### src/rtl/lbr_pkg.sv
package lbr_pkg;
    // pixel width and fixed-point format
    parameter int PIX_W     = 8;
    parameter int FRAC_W    = 8;
    parameter int COEF_W    = 11;
    // Q8 coefficients of the inverse transform
    parameter int K_V_TO_R  = 359;
    parameter int K_U_TO_G  = 88;
    parameter int K_V_TO_G  = 183;
    parameter int K_U_TO_B  = 453;

    localparam int DIF_W    = PIX_W + 1;
    localparam int ACC_W    = DIF_W + COEF_W + 2;
    localparam int OFF_W    = ACC_W - FRAC_W;
    localparam int SUM_W    = OFF_W + 1;
    localparam int PIX_MAX  = (1 << PIX_W) - 1;
    localparam int MID      = 1 << (PIX_W - 1);

    typedef struct packed {
        logic                    vld;
        logic [PIX_W-1:0]        yb;
        logic signed [DIF_W-1:0] du;
        logic signed [DIF_W-1:0] dv;
    } stage1_t;

    typedef struct packed {
        logic             vld;
        logic [PIX_W-1:0] r;
        logic [PIX_W-1:0] g;
        logic [PIX_W-1:0] b;
    } stage2_t;
endpackage

### src/rtl/lbr_luma_add.sv
module lbr_luma_add #(
    parameter int PIX_W = 8
) (
    input  logic [PIX_W-1:0] y,
    input  logic [PIX_W-1:0] edge_mag,
    output logic [PIX_W-1:0] yb
);
    logic [PIX_W:0] wide;

    always_comb begin
        wide = {1'b0, y} + {1'b0, edge_mag};
        yb   = wide[PIX_W] ? {PIX_W{1'b1}} : wide[PIX_W-1:0];
    end
endmodule

### src/rtl/lbr_chroma_mix.sv
module lbr_chroma_mix #(
    parameter int DIF_W  = 9,
    parameter int ACC_W  = 22,
    parameter int FRAC_W = 8,
    parameter int K_VR   = 359,
    parameter int K_UG   = 88,
    parameter int K_VG   = 183,
    parameter int K_UB   = 453,
    localparam int OFF_W = ACC_W - FRAC_W
) (
    input  logic signed [DIF_W-1:0] du,
    input  logic signed [DIF_W-1:0] dv,
    output logic signed [OFF_W-1:0] r_off,
    output logic signed [OFF_W-1:0] g_off,
    output logic signed [OFF_W-1:0] b_off
);
    localparam logic signed [ACC_W-1:0] C_VR = ACC_W'(K_VR);
    localparam logic signed [ACC_W-1:0] C_UG = ACC_W'(K_UG);
    localparam logic signed [ACC_W-1:0] C_VG = ACC_W'(K_VG);
    localparam logic signed [ACC_W-1:0] C_UB = ACC_W'(K_UB);
    localparam logic signed [ACC_W-1:0] RND  = ACC_W'(1 << (FRAC_W - 1));

    logic signed [ACC_W-1:0] du_x, dv_x;
    logic signed [ACC_W-1:0] acc_r, acc_g, acc_b;

    always_comb begin
        du_x  = {{(ACC_W-DIF_W){du[DIF_W-1]}}, du};
        dv_x  = {{(ACC_W-DIF_W){dv[DIF_W-1]}}, dv};
        acc_r = C_VR * dv_x + RND;
        acc_g = C_UG * du_x + C_VG * dv_x + RND;
        acc_b = C_UB * du_x + RND;
        // dropping the fraction bits is a floor on two's complement
        r_off = acc_r[ACC_W-1:FRAC_W];
        g_off = acc_g[ACC_W-1:FRAC_W];
        b_off = acc_b[ACC_W-1:FRAC_W];
    end
endmodule

### src/rtl/lbr_clamp.sv
module lbr_clamp #(
    parameter int SUM_W = 15,
    parameter int PIX_W = 8
) (
    input  logic signed [SUM_W-1:0] sum,
    output logic [PIX_W-1:0]        pix
);
    localparam logic signed [SUM_W-1:0] TOP = SUM_W'((1 << PIX_W) - 1);

    always_comb begin
        if (sum[SUM_W-1])
            pix = '0;
        else if (sum > TOP)
            pix = {PIX_W{1'b1}};
        else
            pix = sum[PIX_W-1:0];
    end
endmodule

### src/rtl/luma_boost_rgb.sv
module luma_boost_rgb
    import lbr_pkg::*;
(
    input  logic             clk,
    input  logic             rst_n,
    input  logic             in_valid,
    input  logic [PIX_W-1:0] y_in,
    input  logic [PIX_W-1:0] u_in,
    input  logic [PIX_W-1:0] v_in,
    input  logic [PIX_W-1:0] edge_in,
    output logic             out_valid,
    output logic [PIX_W-1:0] r_out,
    output logic [PIX_W-1:0] g_out,
    output logic [PIX_W-1:0] b_out
);
    localparam logic [DIF_W-1:0] MID_X = DIF_W'(MID);
    localparam int N_CH = 3;

    stage1_t s1_d, s1_q;
    stage2_t s2_d, s2_q;

    logic [PIX_W-1:0]        yb_w;
    logic signed [OFF_W-1:0] off_r, off_g, off_b;
    logic signed [SUM_W-1:0] ch_sum [N_CH];
    logic [PIX_W-1:0]        ch_pix [N_CH];
    logic signed [SUM_W-1:0] y_ext;

    lbr_luma_add #(.PIX_W(PIX_W)) i_luma (
        .y        (y_in),
        .edge_mag (edge_in),
        .yb       (yb_w)
    );

    lbr_chroma_mix #(
        .DIF_W (DIF_W), .ACC_W (ACC_W), .FRAC_W(FRAC_W),
        .K_VR  (K_V_TO_R), .K_UG(K_U_TO_G), .K_VG(K_V_TO_G), .K_UB(K_U_TO_B)
    ) i_mix (
        .du    (s1_q.du),
        .dv    (s1_q.dv),
        .r_off (off_r),
        .g_off (off_g),
        .b_off (off_b)
    );

    always_comb begin
        y_ext     = $signed({{(SUM_W-PIX_W){1'b0}}, s1_q.yb});
        ch_sum[0] = y_ext + {off_r[OFF_W-1], off_r};
        ch_sum[1] = y_ext - {off_g[OFF_W-1], off_g};
        ch_sum[2] = y_ext + {off_b[OFF_W-1], off_b};
    end

    for (genvar c = 0; c < N_CH; c++) begin : g_clamp
        lbr_clamp #(.SUM_W(SUM_W), .PIX_W(PIX_W)) i_clamp (
            .sum (ch_sum[c]),
            .pix (ch_pix[c])
        );
    end

    // next-state logic
    always_comb begin
        s1_d     = s1_q;
        s1_d.vld = in_valid;
        if (in_valid) begin
            s1_d.yb = yb_w;
            s1_d.du = $signed({1'b0, u_in} - MID_X);
            s1_d.dv = $signed({1'b0, v_in} - MID_X);
        end

        s2_d     = s2_q;
        s2_d.vld = s1_q.vld;
        if (s1_q.vld) begin
            s2_d.r = ch_pix[0];
            s2_d.g = ch_pix[1];
            s2_d.b = ch_pix[2];
        end
    end

    always_ff @(posedge clk) begin
        if (!rst_n) begin
            s1_q <= '0;
            s2_q <= '0;
        end else begin
            s1_q <= s1_d;
            s2_q <= s2_d;
        end
    end

    assign out_valid = s2_q.vld;
    assign r_out     = s2_q.r;
    assign g_out     = s2_q.g;
    assign b_out     = s2_q.b;
endmodule

### config.mk
export PLATFORM = sky130hd
export DESIGN_NAME = luma_boost_rgb
export DESIGN_NICKNAME = d
export VERILOG_FILES = /design/src/rtl/lbr_pkg.sv /design/src/rtl/lbr_luma_add.sv /design/src/rtl/lbr_chroma_mix.sv /design/src/rtl/lbr_clamp.sv /design/src/rtl/luma_boost_rgb.sv
export SDC_FILE = /design/constraint.sdc
export NUM_CORES = 1
export LEC_CHECK = 0
export ABC_AREA = 1
export BUFFER_PORTS_ARGS = -buffer_cell sky130_fd_sc_hd__clkbuf_2
export CORE_MARGIN = 2
export CORE_UTILIZATION = 55
export DETAILED_ROUTE_END_ITERATION = 8
export HOLD_SLACK_MARGIN = 0.15
export PLACE_DENSITY = 0.75
export SLEW_MARGIN = 20
export SYNTH_ARGS = -nofsm -noshare
export SYNTH_HDL_FRONTEND = slang
export SYNTH_SLANG_ARGS = --single-unit
export TNS_END_PERCENT = 5
### constraint.sdc
create_clock -name clk -period 6.84 [get_ports clk]
set_clock_uncertainty 0.1 [all_clocks]
set_input_delay 0.684 -clock clk [delete_from_list [all_inputs] [get_ports clk]]
set_output_delay 0.684 -clock clk [all_outputs]
set_load 0.02 [all_outputs]
==> results_dict.tcl, run 1 <==
set metrics [dict create \
    cts.sinks 50 \
    required_ns 6.91 \
    grt_overflow 0 \
    syn-num-nets 1597 \
    placement_rows 48 \
    coreArea_mm2 0.01718 \
    fmax_mhz 147.0 \
    period_needed_ns 6.803 \
    drive_gt1_share_pct 19.83 \
    fin_area_mm2 0.01121 \
    arrival_ns 6.87 \
    antenna_cells 0 \
    outcome "finished, final reports clean" \
    grt_max_degree 28 \
    ctsRootBufferMaster "clkbuf_16" \
    synthesis.area_mm2 0.009603 \
    wirelength_um 22650 \
    final_cell_mix "inv_1, nand2_1, ha_1" \
    drtIter0Drc 382 \
    synth_seq_area_share_pct 10.42 \
    grtUsageTotal_pct 24.21 \
    grtUsageMet1_pct 33.78 \
    final_common_cell "inv_1" \
    hold_violations 0 \
    initial_core_util_pct 55.91 \
    rsz0062_at_grt "true" \
    vias 8384 \
    die_h_um 136.1 \
    irDropWorstVdd_mv 0.5946 \
    first_pass_iters 7 \
    fin_tns_setup_ns 0 \
    r2r-start "s1_q[5]$_SDFFE_PN0P_" \
    crit_type "flip-flop to flip-flop" \
    max-cap-violations 0 \
    setup_viol 0 \
    detail-route-antenna-nets 0 \
    power-per-cell-area_mw_per_mm2 504.4 \
    start_kind "flip-flop" \
    grt_pass1_wl_um 36470 \
    crit_path_max_fanout 8 \
    gr-max-usage-layer "met2" \
    cts_tree "built" \
    routedWlPerCell_um 14.05 \
    use_met3_pct 2.535 \
    clockBufferDepth 2 \
    ctsHtreeMaxLevel 2 \
    synthToLayoutAreaGrowth_pct 16.77 \
    ys_ff_latch 50 \
    dpl-instance-area_mm2 0.01038 \
    hp-class "flip-flop to flip-flop" \
    worst-slew-pin-transition_ns 0.8235 \
    fp.dieArea_mm2 0.01853 \
    cpPeakStageDelay_ns 0.53 \
    startpoint "s1_q[5]$_SDFFE_PN0P_" \
    synth_warnings 0 \
    grt_antenna_before_repair 0 \
    layout_worst_path_cycle_share_pct 99.45 \
    place.gp.congestion 0.9403 \
    die_w_um 136.1 \
    grt_pass1_vias 7827 \
    post_synth_num_cell_types 44 \
    nets 1699 \
    insertion_delay_ns 0.31 \
    vias_per_cell 5.201 \
    slew_viol_final 0 \
    synth.avg_cell_area_um2 7.479 \
    cts_buffers 5 \
    p_leak_nw 6.151 \
    clkTransAtPathRegs_ns 0.07 \
    place_hpwl_um 17860 \
    io_pins 60 \
    drc_errors 0 \
    port-buffer-count 59 \
    use_met2_pct 40.51 \
    timing.max_slew.rel_slack_pct 45.04 \
    min_from "s1_q[26]$_SDFF_PN0_" \
    synth_cells 1284 \
    cp-end-kind "flip-flop" \
    cpMaxStageDelayCell "fa_1" \
]
## worst max-delay path: cells and delay by family, from the launching register on
family,cells,cell delay [ns]
DFF,1,0.39
adders and majority gates,9,3.32
and+or+nand+nor,11,0.99
AOI/OAI and AO/OA,5,0.76
buffers and inverters,7,0.64
xor gates and xnor gates,3,0.45
## Yosys cell counts, drive strengths merged
cell      n  area, µm²
a21o      5      37.54
nor2b     1      6.260
a31oi     5      31.28
inv     269       1010
or2       4      25.02
xor2     49      436.7
nand4    16      121.4
ha      217       2715
and3      3      18.77
a21oi   116      640.6
xnor2    27      236.5
dfxtp    50       1001
nand3b    4      30.03
buf       1      5.000
clkbuf    9      33.78
nand3    48      260.3
o221ai    3      26.28
fa       61       1221
nor2     46      215.2
o21bai    5      37.54
o21ai    50      261.5
nor3     12      65.06
nand2   273       1085
a31o      1      8.760
o21a      1      7.510
clkinv    1      3.750
and2      1      6.260
o211ai    5      47.54
a41oi     1      8.760
## timing repair
action,in CTS,in global routing
resized for setup,12,114
gates cloned,0,0
endpoints found under the setup margin,8,8
hold buffers,0,0
buffers inserted,0,15
pin swaps,1,62
## final cells by class
cell class | instances | area [µm²]
clock buffer | 6 | 138.9
sequential | 50 | 1025
multi-input combinational | 954 | 8070
tap | 225 | 281.5
timing repair buffer | 105 | 640.6
fill | 1440 | 5963
clock inverter | 2 | 38.79
inverter | 270 | 1018
## cell families after synthesis
| kind of cell | count (synthesis) | synth area share (%) |
|---|---|---|
| fa+ha+maj | 278 | 40.99 |
| flops | 50 | 10.42 |
| simple gates | 408 | 19.09 |
| xor+xnor | 76 | 7.010 |
| buf+inv | 280 | 10.96 |
| compound gates | 192 | 11.53 |
## report_power, final
| part | internal [W] | switching [W] |
|---|---|---|
| combinational | 0.00218 | 0.00280 |
| clock | 0.000184 | 0.000128 |
| sequential | 0.000333 | 0.0000368 |
| total | 0.00269 | 0.00296 |
## registers in the layout, indices dropped and copies added (netlist names)
register	count
out_valid	1
g_out	8
s1_q	25
b_out	8
r_out	8
## per-stage QoR
| stage | cells | hold WS, ns | power (W) | utilization [%] | worst slack [ns] |
|---|---|---|---|---|---|
| 2_1_floorplan | 1284 | 0.3112 | 0.003221 | - | 0.1146 |
| 3_3_place_gp | 1589 | 0.3170 | 0.004166 | 60.40 | 0.02880 |
| 3_5_place_dp | 1589 | 0.3186 | 0.004216 | 60.40 | -0.1074 |
| 4_1_cts | 1597 | 0.3289 | 0.004625 | 61.70 | 0.0009832 |
| 5_1_grt | 1612 | 0.3826 | 0.006178 | 65.28 | -0.2003 |
| 6_report | 1612 | 0.3335 | 0.005656 | 65.28 | 0.03736 |
## metal layers
layer | vias to the layer above | wire, µm | share of wire [%]
li1 | 4304 | - | -
met1 | 3865 | 10810 | 48
met2 | 174 | 10490 | 46
met3 | 41 | 820 | 3.6
met4 | 0 | 519 | 2.3
met5 | - | 0 | 0
## final timing paths
check,slack [ns],depth (start not counted),endpoint
max reg2reg,0.04,35,g_out[1]$_SDFFE_PN0P_
max,0.04,35,g_out[1]$_SDFFE_PN0P_
min,0.33,2,out_valid$_SDFF_PN0_
min reg2reg,0.33,2,out_valid$_SDFF_PN0_
No activity file was read; power rests on OpenSTA's default activity.
==> inputs of run 2 (changes only) <==
--- a/config.mk
+++ b/config.mk
@@ -12,6 +12,7 @@
 export DETAILED_ROUTE_END_ITERATION = 8
 export HOLD_SLACK_MARGIN = 0.15
 export PLACE_DENSITY = 0.75
+export RECOVER_POWER = 25
 export SLEW_MARGIN = 20
 export SYNTH_ARGS = -nofsm -noshare
 export SYNTH_HDL_FRONTEND = slang
==> run 2 against run 1 <==
Net effect:
- sequential cell count stayed put
- core utilization is 0.087 points lower
- maximum frequency about the same
- wire length barely moved
==> results_dict.tcl, run 2 (synthesis gave the netlist of run 1 again) <==
set metrics [dict create \
    nets 1699 \
    top_register "s1_q" \
    grt_overflow 0 \
    setup_viol 0 \
    slew_viol_final 0 \
    first_pass_iters 7 \
    grt_antenna_before_repair 0 \
    fin_cells 1612 \
    worst-slew-pin-transition_ns 0.8217 \
    hold_violations 0 \
    fp.dieArea_mm2 0.01853 \
    outcome "finished, final reports clean" \
    crit_path_max_fanout 8 \
    fillers 1446 \
    dpl_worst_slack_ns -0.1074 \
    routedWlPerCell_um 14.06 \
    irDropWorstVdd_mv 0.5925 \
    required_ns 6.91 \
    port-buffer-count 59 \
    grt_pass1_vias 7827 \
    dp_cells 1589 \
    timing.max_slew.rel_slack_pct 45.16 \
    ctsHtreeMaxLevel 2 \
    wirelength_um 22660 \
    place.gp.congestion 0.9403 \
    min_from "s1_q[26]$_SDFF_PN0_" \
    start_kind "flip-flop" \
    drive_gt1_share_pct 18.96 \
    period_needed_ns 6.802 \
    cts.sinks 50 \
    grt_pass1_wl_um 36470 \
    hp-class "flip-flop to flip-flop" \
    detail-route-antenna-nets 0 \
    clkTransAtPathRegs_ns 0.07 \
    utilization_pct 65.20 \
    r2r-start "s1_q[5]$_SDFFE_PN0P_" \
    placement_rows 48 \
    place_hpwl_um 17860 \
    fmax_mhz 147.0 \
    ctsRootBufferMaster "clkbuf_16" \
    crit_type "flip-flop to flip-flop" \
    largest_register_ffs 25 \
    drtIter0Drc 383 \
    drc_errors 0 \
    cts_tree "built" \
    insertion_delay_ns 0.31 \
    coreArea_mm2 0.01718 \
    arrival_ns 6.87 \
    cp-end-kind "flip-flop" \
    antenna_cells 0 \
    max-cap-violations 0 \
    final_cell_mix "inv_1, nand2_1, ha_1" \
    startpoint "s1_q[5]$_SDFFE_PN0P_" \
    initial_core_util_pct 55.91 \
    die_w_um 136.1 \
    die_h_um 136.1 \
    final_common_cell "inv_1" \
    rsz0062_at_grt "true" \
    clockBufferDepth 2 \
    vias_per_cell 5.202 \
    io_pins 60 \
    power-per-cell-area_mw_per_mm2 504.7 \
    cpPeakStageDelay_ns 0.53 \
    whs_ns 0.3335 \
    cpMaxStageDelayCell "fa_1" \
    grtUsageTotal_pct 24.21 \
    vias 8386 \
    grt_max_degree 28 \
    setup_ws_ns 0.03836 \
    cts_buffers 5 \
    p_leak_nw 6.111 \
    layout_worst_path_cycle_share_pct 99.44 \
    synthToLayoutAreaGrowth_pct 16.61 \
]
run 2: cell types whose count changed in the layout (fill, tap and decap cells not counted):
cell / delta
clkbuf_1: +12
clkbuf_2: -12
run 2: through the flow:
stage               total power [W]  instance area [µm²]  setup TNS (ns)
floorplan                  0.003221                 9604               0
finish                     0.005651                11200               0
global placement           0.004166                10380               0
global route               0.006174                11200          -1.537
CTS                        0.004625                10600               0
detailed placement         0.004216                10380         -0.6737
run 2: layer usage:
metal	routed length [µm]	part of all wire, %	global-route usage, %	vias to the layer above
li1	-	-	-	4305
met3	842	3.7	2.535	41
met4	519	2.3	5.150	0
met2	10490	46	40.51	179
met1	10810	48	33.78	3861
met5	0	0	0	-
run 2: final cells by class:
| type | count | area, µm² | area share [%] |
|---|---|---|---|
| multi-input combinational | 954 | 8070 | 72.07 |
| sequential | 50 | 1025 | 9.151 |
| inverter | 270 | 1018 | 9.095 |
| timing repair buffer | 105 | 625.6 | 5.587 |
| tap | 225 | 281.5 | 2.514 |
| clock buffer | 6 | 138.9 | 1.240 |
| clock inverter | 2 | 38.79 | 0.3464 |
run 2: worst paths after layout:
path / to / slack (ns) / depth (start not counted)
max: g_out[1]$_SDFFE_PN0P_ / 0.04 / 35
min: out_valid$_SDFF_PN0_ / 0.33 / 2
max reg2reg: g_out[1]$_SDFFE_PN0P_ / 0.04 / 35
min reg2reg: out_valid$_SDFF_PN0_ / 0.33 / 2
run 2: where the power goes:
part / total (W) / switching [W] / internal [W] / leakage, nW
sequential: 0.000370 / 0.0000369 / 0.000333 / 0.417
clock: 0.000313 / 0.000128 / 0.000184 / 0.0875
combinational: 0.00497 / 0.00280 / 0.00217 / 5.61
total: 0.00565 / 0.00296 / 0.00269 / 6.11
run 2: what timing repair did:
action / in CTS / in global routing
gates resized for setup: 12 / 114
setup buffers: 0 / 15
pin swaps: 1 / 62
hold buffers: 0 / 0
hold endpoints to repair: 0 / 0
endpoints found under the setup margin: 8 / 8
run 2: worst max-delay path: cells and delay by family, from the launching register on:
family	cells	cell delay, ns
adders and majority gates	9	3.32
and+or+nand+nor	11	0.99
AOI/OAI and AO/OA	5	0.76
buffers and inverters	7	0.63
xor gates and xnor gates	3	0.45
DFF	1	0.39
